<file path="config.mk">
export PLATFORM = sky130hd
export DESIGN_NAME = flash_cmd_decoder
export DESIGN_NICKNAME = d
export VERILOG_FILES = /design/src/rtl/flash_cmd_pkg.sv /design/src/rtl/flash_cmd_classify.sv /design/src/rtl/flash_cmd_fsm.sv /design/src/rtl/flash_cmd_launch.sv /design/src/rtl/flash_cmd_decoder.sv
export SDC_FILE = /design/constraint.sdc
export NUM_CORES = 1
export LEC_CHECK = 0
export BUFFER_PORTS_ARGS = -buffer_cell sky130_fd_sc_hd__buf_4
export CORE_MARGIN = 5
export CORE_UTILIZATION = 49
export CTS_CLUSTER_DIAMETER = 80
export CTS_CLUSTER_SIZE = 12
export DETAILED_ROUTE_END_ITERATION = 6
export GPL_ROUTABILITY_DRIVEN = 0
export GPL_TIMING_DRIVEN = 0
export PLACE_DENSITY = 0.8
export SLEW_MARGIN = 20
export SYNTH_ARGS = -nofsm -noshare
export SYNTH_HDL_FRONTEND = slang
export SYNTH_SLANG_ARGS = --single-unit
</file>
<file path="constraint.sdc">
create_clock -name clk -period 3.25 [get_ports clk]
set_clock_uncertainty 0.05 [all_clocks]
set_input_delay 0.65 -clock clk [delete_from_list [all_inputs] [get_ports clk]]
set_output_delay 0.65 -clock clk [all_outputs]
set_load 0.02 [all_outputs]
</file>
<file path="src/rtl/flash_cmd_pkg.sv">
package flash_cmd_pkg;

  typedef enum logic [1:0] {
    MODE_READ = 2'd0,
    MODE_ID   = 2'd1,
    MODE_CFI  = 2'd2,
    MODE_BUSY = 2'd3
  } mode_e;

  typedef enum logic [1:0] {
    OP_PROG  = 2'd0,
    OP_CHIP  = 2'd1,
    OP_SECT  = 2'd2,
    OP_BLOCK = 2'd3
  } op_e;

  typedef enum logic [3:0] {
    ST_IDLE,
    ST_UNL1,
    ST_UNL2,
    ST_PARM,
    ST_ER3,
    ST_ER4,
    ST_ER5,
    ST_ID,
    ST_ID_X1,
    ST_ID_X2,
    ST_CFI,
    ST_CFI_X1,
    ST_CFI_X2,
    ST_BUSY
  } state_e;

  localparam logic [7:0] CODE_KEY1  = 8'hAA;
  localparam logic [7:0] CODE_KEY2  = 8'h55;
  localparam logic [7:0] CODE_PROG  = 8'hA0;
  localparam logic [7:0] CODE_ERASE = 8'h80;
  localparam logic [7:0] CODE_CHIP  = 8'h10;
  localparam logic [7:0] CODE_SECT  = 8'h30;
  localparam logic [7:0] CODE_BLOCK = 8'h50;
  localparam logic [7:0] CODE_ID    = 8'h90;
  localparam logic [7:0] CODE_CFI   = 8'h98;
  localparam logic [7:0] CODE_EXIT  = 8'hF0;

  typedef struct packed {
    logic       at_a;
    logic       key1;
    logic       key2;
    logic [7:0] code;
  } hit_t;

endpackage

</file>
<file path="src/rtl/flash_cmd_classify.sv">
module flash_cmd_classify
  import flash_cmd_pkg::*;
#(
  parameter int              ADDR_W = 20,
  parameter logic [ADDR_W-1:0] KEY_ADDR_A = 20'h00555,
  parameter logic [ADDR_W-1:0] KEY_ADDR_B = 20'h002AA
) (
  input  logic [ADDR_W-1:0] addr_i,
  input  logic [7:0]        code_i,
  output hit_t              hit_o
);

  logic at_a, at_b;

  assign at_a = (addr_i == KEY_ADDR_A);
  assign at_b = (addr_i == KEY_ADDR_B);

  always_comb begin
    hit_o.at_a = at_a;
    hit_o.key1 = at_a && (code_i == CODE_KEY1);
    hit_o.key2 = at_b && (code_i == CODE_KEY2);
    hit_o.code = code_i;
  end

endmodule

</file>
<file path="src/rtl/flash_cmd_fsm.sv">
module flash_cmd_fsm
  import flash_cmd_pkg::*;
(
  input  logic   clk,
  input  logic   rst_n,
  input  logic   hw_rst_i,
  input  logic   wr_en_i,
  input  hit_t   hit_i,
  input  logic   done_i,
  output state_e state_o,
  output logic   launch_o,
  output op_e    launch_kind_o
);

  state_e st_q, st_d;

  always_comb begin
    st_d          = st_q;
    launch_o      = 1'b0;
    launch_kind_o = OP_PROG;
    if (hw_rst_i) begin
      st_d = ST_IDLE;
    end else if (st_q == ST_BUSY) begin
      if (done_i) st_d = ST_IDLE;
    end else if (wr_en_i) begin
      unique case (st_q)
        ST_IDLE: st_d = hit_i.key1 ? ST_UNL1 : ST_IDLE;
        ST_UNL1: st_d = hit_i.key2 ? ST_UNL2 : ST_IDLE;
        ST_UNL2: begin
          st_d = ST_IDLE;
          if (hit_i.at_a) begin
            case (hit_i.code)
              CODE_PROG:  st_d = ST_PARM;
              CODE_ERASE: st_d = ST_ER3;
              CODE_ID:    st_d = ST_ID;
              CODE_CFI:   st_d = ST_CFI;
              default:    st_d = ST_IDLE;
            endcase
          end
        end
        ST_PARM: begin
          launch_o      = 1'b1;
          launch_kind_o = OP_PROG;
          st_d          = ST_BUSY;
        end
        ST_ER3: st_d = hit_i.key1 ? ST_ER4 : ST_IDLE;
        ST_ER4: st_d = hit_i.key2 ? ST_ER5 : ST_IDLE;
        ST_ER5: begin
          st_d = ST_IDLE;
          if (hit_i.code == CODE_CHIP && hit_i.at_a) begin
            launch_o      = 1'b1;
            launch_kind_o = OP_CHIP;
            st_d          = ST_BUSY;
          end else if (hit_i.code == CODE_SECT) begin
            launch_o      = 1'b1;
            launch_kind_o = OP_SECT;
            st_d          = ST_BUSY;
          end else if (hit_i.code == CODE_BLOCK) begin
            launch_o      = 1'b1;
            launch_kind_o = OP_BLOCK;
            st_d          = ST_BUSY;
          end
        end
        ST_ID: begin
          if (hit_i.code == CODE_EXIT) st_d = ST_IDLE;
          else if (hit_i.key1)         st_d = ST_ID_X1;
        end
        ST_ID_X1: st_d = hit_i.key2 ? ST_ID_X2 : ST_IDLE;
        ST_ID_X2: st_d = ST_IDLE;
        ST_CFI: begin
          if (hit_i.code == CODE_EXIT) st_d = ST_IDLE;
          else if (hit_i.key1)         st_d = ST_CFI_X1;
        end
        ST_CFI_X1: st_d = hit_i.key2 ? ST_CFI_X2 : ST_IDLE;
        ST_CFI_X2: st_d = ST_IDLE;
        default:   st_d = ST_IDLE;
      endcase
    end
  end

  always_ff @(posedge clk or negedge rst_n) begin
    if (!rst_n) st_q <= ST_IDLE;
    else        st_q <= st_d;
  end

  assign state_o = st_q;


  key_abort_chk: assert property (@(posedge clk) disable iff (!rst_n)
    (st_q == ST_UNL1 && wr_en_i && !hit_i.key2 && !hw_rst_i) |=> (st_q == ST_IDLE));

endmodule

</file>
<file path="src/rtl/flash_cmd_launch.sv">
module flash_cmd_launch
  import flash_cmd_pkg::*;
#(
  parameter int ADDR_W = 20,
  parameter int DATA_W = 16
) (
  input  logic              clk,
  input  logic              rst_n,
  input  logic              launch_i,
  input  op_e               kind_i,
  input  logic [ADDR_W-1:0] addr_i,
  input  logic [DATA_W-1:0] data_i,
  output logic              start_o,
  output op_e               kind_o,
  output logic [ADDR_W-1:0] addr_o,
  output logic [DATA_W-1:0] data_o
);

  localparam logic [DATA_W-1:0] ERASED = '1;

  always_ff @(posedge clk or negedge rst_n) begin
    if (!rst_n) begin
      start_o <= 1'b0;
      kind_o  <= OP_PROG;
      addr_o  <= '0;
      data_o  <= '0;
    end else begin
      start_o <= launch_i;
      if (launch_i) begin
        kind_o <= kind_i;
        addr_o <= (kind_i == OP_CHIP) ? '0 : addr_i;
        data_o <= (kind_i == OP_PROG) ? data_i : ERASED;
      end
    end
  end


  start_single_chk: assert property (@(posedge clk) disable iff (!rst_n)
    start_o |=> !start_o);

endmodule

</file>
<file path="src/rtl/flash_cmd_decoder.sv">
module flash_cmd_decoder
  import flash_cmd_pkg::*;
#(
  parameter int                ADDR_W     = 20,
  parameter int                DATA_W     = 16,
  parameter logic [ADDR_W-1:0] KEY_ADDR_A = 20'h00555,
  parameter logic [ADDR_W-1:0] KEY_ADDR_B = 20'h002AA
) (
  input  logic              clk,
  input  logic              rst_n,
  input  logic              hw_rst_i,
  input  logic              wr_en_i,
  input  logic [ADDR_W-1:0] wr_addr_i,
  input  logic [DATA_W-1:0] wr_data_i,
  input  logic              op_done_i,
  output logic [1:0]        mode_o,
  output logic [1:0]        rd_sel_o,
  output logic              op_start_o,
  output logic [1:0]        op_kind_o,
  output logic [ADDR_W-1:0] op_addr_o,
  output logic [DATA_W-1:0] op_data_o
);

  hit_t   hit;
  state_e state;
  logic   launch;
  op_e    launch_kind;
  op_e    kind_q;
  mode_e  mode;

  flash_cmd_classify #(
    .ADDR_W    (ADDR_W),
    .KEY_ADDR_A(KEY_ADDR_A),
    .KEY_ADDR_B(KEY_ADDR_B)
  ) u_classify (
    .addr_i(wr_addr_i),
    .code_i(wr_data_i[7:0]),
    .hit_o (hit)
  );

  flash_cmd_fsm u_fsm (
    .clk          (clk),
    .rst_n        (rst_n),
    .hw_rst_i     (hw_rst_i),
    .wr_en_i      (wr_en_i),
    .hit_i        (hit),
    .done_i       (op_done_i),
    .state_o      (state),
    .launch_o     (launch),
    .launch_kind_o(launch_kind)
  );

  flash_cmd_launch #(
    .ADDR_W(ADDR_W),
    .DATA_W(DATA_W)
  ) u_launch (
    .clk     (clk),
    .rst_n   (rst_n),
    .launch_i(launch),
    .kind_i  (launch_kind),
    .addr_i  (wr_addr_i),
    .data_i  (wr_data_i),
    .start_o (op_start_o),
    .kind_o  (kind_q),
    .addr_o  (op_addr_o),
    .data_o  (op_data_o)
  );

  always_comb begin
    unique case (state)
      ST_BUSY:                      mode = MODE_BUSY;
      ST_ID, ST_ID_X1, ST_ID_X2:    mode = MODE_ID;
      ST_CFI, ST_CFI_X1, ST_CFI_X2: mode = MODE_CFI;
      default:                      mode = MODE_READ;
    endcase
  end

  assign mode_o    = mode;
  assign rd_sel_o  = {mode == MODE_CFI, mode == MODE_ID};
  assign op_kind_o = kind_q;


  sel_onehot_chk: assert property (@(posedge clk) disable iff (!rst_n)
    $onehot0(rd_sel_o));


  busy_hold_chk: assert property (@(posedge clk) disable iff (!rst_n)
    (mode_o == MODE_BUSY && !op_done_i && !hw_rst_i) |=> (mode_o == MODE_BUSY && !op_start_o));


  hwrst_read_chk: assert property (@(posedge clk) disable iff (!rst_n)
    hw_rst_i |=> (mode_o == MODE_READ && !op_start_o));


  start_busy_chk: assert property (@(posedge clk) disable iff (!rst_n)
    op_start_o |-> (mode_o == MODE_BUSY));


  busy_entry_chk: assert property (@(posedge clk) disable iff (!rst_n)
    $rose(mode_o == MODE_BUSY) |-> op_start_o);

endmodule

</file>
==> reports/results.tsv <==
stage	metric	value	unit
synthesis	synth_seq_cells	43	
die	die_area	6080	µm²
synthesis	synth.avg_cell_area	11.5	µm²
synthesis	ys_warn_count	0	
pwr	intPower	0.730	mW
detailed_routing	drt-total-wl	5.94	mm
synthesis	ys_types	55	
synthesis	synth_nets	238	
layout	fill_cells	351	
timing	tightestPinTransition	0.652	ns
critical_path	start_kind	input port	
pwr	pwr-share-seq	55.8	%
die	initial_core_util	51.2	%
placed_design	dpl.hpwl	4.56	mm
detailed_routing	dr.pass1.iters	5	
placed_design	placed_cell_area	2940	µm²
clocking	clockBufferDepth	2	
layout	drive_above_1_share	41.1	%
clocking	cts_hold_buf	0	
critical_path	arrival	3.00	ns
clocking	cts_tree	built	
timing	finalSetupTns	0	ns
global_route	first_global_vias	2034	
layout	final_nets	327	
timing	finalHoldWorstSlack	0.282	ns
detailed_routing	via_per_inst	5.86	
clocking	clock_sinks	43	
die	die_h	77.9	µm
pwr	irDropWorstVdd	284	µV
pwr	finalPower	0.959	mW
timing	fin_crit_sh	88.1	%
job	cap_violations	0	
timing	finalMaxSlewViolations	0	
worst_hold_path	hp-class	input port to asynchronous set/reset pin	
layout	diodes	0	
clocking	clk_latency	0.29	ns
critical_path	critPathKind	input port to flop	
timing	fin_crit	2.86	ns
timing	rsz0062_at_grt	false	
detailed_routing	drc	0	
synthesis	synthCells	197	
timing	hold_viol_final	0	
global_route	overflow	0	
die	fp.dieW	77.9	µm
layout	fin_cells	339	
die	rows	24	
synthesis	synth_async_sr_flop_share	100	%
critical_path	critPathMaxStageDelay	0.52	ns
clocking	cts_max_level	2	
die	io_pins	84	
global_route	antenna_found_initial	0	
pwr	swShare	23.9	%
clocking	cts_root_buf	clkbuf_8	
global_route	grt_max_degree	44	
pwr	p_comb_share	9.5	%
global_route	grt_first_pass_wirelength	10.1	mm
critical_path	cp_cell_sequence	buf_4 -> or4_4 -> buf_6 -> o41ai_2 -> nand3b_1 -> nor3_4 -> nand3_1 -> buf_2 -> o22a_1	
layout	stdcell_area	3030	µm²
synthesis	ys_seq_area_share	47.6	%
layout	layout_common_cells	buf_4 (84), dfrtp_1 (43), o22a_1 (14)	
pwr	power_density	317	nW/µm²
layout	layout_commonest_cell	buf_4	
synthesis	synth-main-ff-cell	dfrtp_1	
synthesis	syn_area	2260	µm²
die	core	4410	µm²
critical_path	worstSetupEndpointType	flop	
synthesis	synth_edf_count	0	
detailed_routing	vias	1988	
detailed_routing	avgRoutedWirePerCell	17.5	µm
outcome	status	finished clean	
timing	finalSetupViolCount	0	
critical_path	path_delay_family	simple AND/OR/NAND/NOR gates	
critical_path	crit_fanout	10	
pwr	power.switching	0.229	mW
clocking	cts_setup_buffers	0	
pwr	power.leakage	1.49	nW
timing	max_slew_margin	56.1	%
layout	area_delta_synth_final	33.8	%
placed_design	portBuffers	82	
pwr	clkPwrFrac	34.7	%
clocking	cts-resized-gates	0	
critical_path	cp_num_buf_inv	3	
global_route	track_usage	20.6	%
detailed_routing	antenna_left	0	
critical_path	crit_slowest_cell	or4_4	
detailed_routing	drt_iter0_drc	143	
placed_design	placed_cells	331	
critical_path	worst_ep_required_time	3.39	ns
clocking	path_clk_slew	0.08	ns
timing	fmax	349	MHz
clocking	numCtsBuffers	5	
==> power groups by stage <==
stage               Combinational, mW  Clock, mW  Sequential (mW)
finish                         0.0908      0.333            0.536
global route                    0.100      0.370            0.536
CTS                            0.0913      0.344            0.536
detailed placement             0.0911          0            0.546
global placement               0.0895          0            0.546
floorplan                      0.0260          0            0.546
==> per-layer routing <==
layer | routed length, µm | global-route usage (%) | vias to the layer above | share of wire [%]
met2 | 2790 | 32.7 | 81 | 47
met5 | 0 | 0 | - | 0
met4 | 44 | 4.22 | 0 | 0.74
met3 | 546 | 7.64 | 7 | 9.2
li1 | - | - | 930 | -
met1 | 2550 | 27.0 | 970 | 43
==> synthesized netlist by cell type (all sizes together) (2+ instances only) <==
cell type  instances  area share (%)
a31oi              2            0.55
buf                8             2.9
nor4bb             2            0.88
a211oi             2            0.66
o22a              14             5.4
nor3               5             1.6
o21ai             13             2.9
o211ai             2            0.66
clkbuf             3            0.50
inv                3            0.50
nor2               7             1.2
or3b               2            0.77
nor2b              2            0.55
xnor2              2            0.77
and2               2            0.55
nand3b             3             1.0
or4                5             1.8
nand4              4             1.4
nand2b             9             2.5
nor4               6             2.3
mux2i              3             1.3
a22o               6             2.3
mux2              15             9.1
nand3              2            0.44
dfrtp             43              48
o41ai              2             1.1
nand4b             5             1.9
nand2             10             1.7
==> state kept, by name, indices dropped and copies added (netlist names) <==
name	cells
u_fsm.state_o	4
u_launch.addr_o	20
u_launch.data_o	16
u_launch.kind_o	2
u_launch.start_o	1
==> stage by stage <==
step	util (%)	setup WS (ns)
finish	68.6	0.385
global route	68.6	0.269
CTS	68.6	0.440
detailed placement	66.7	0.111
global placement	66.7	0.131
floorplan	-	0.484
==> logic make-up (layout without fill, tap and decap cells) <==
kind of cell | count (synthesis) | count (layout) | share of synthesized area [%]
AND/OR/NAND/NOR | 69 | 69 | 20.4
AO/OA/AOI/OAI | 49 | 49 | 16.3
flip-flops | 43 | 43 | 47.6
multiplexers | 18 | 18 | 10.5
buffers and inverters | 15 | 105 | 4.15
XOR/XNOR | 3 | 3 | 1.16
==> worst paths after layout <==
kind / from / to / slack (ns) / cells past startpoint
max: wr_data_i[1] / u_launch.data_o[7] / 0.39 / 9
min: rst_n / u_launch.addr_o[16] / 0.28 / 1
max reg2reg: u_fsm.state_o[0] / u_launch.data_o[7] / 0.76 / 7
min reg2reg: u_launch.data_o[6] / u_launch.data_o[6] / 0.43 / 2
max in group asynchronous: rst_n / u_fsm.state_o[3] / 2.51 / 1
min in group clk: u_launch.data_o[6] / u_launch.data_o[6] / 0.43 / 2
==> worst register-to-register path, cell delays in order (launching register included) <==
cell      delay [ns]
dfrtp_1         0.42
nand2b_1        0.22
o41ai_2         0.36
nand3b_1        0.24
nor3_4          0.34
nand3_1         0.28
buf_2           0.27
o22a_1          0.20
==> cell type report <==
type,instances,area [µm²],share of cell area (%)
sequential,43,1080,35.5
inverter,4,16.3,0.537
multi-input combinational,139,1090,36.1
clock buffer,6,72.6,2.40
clock inverter,2,12.5,0.413
tap,52,65.1,2.15
timing repair buffer,82,616,20.3
buffer,11,77.6,2.56
Power figures use the tool's default switching activity.
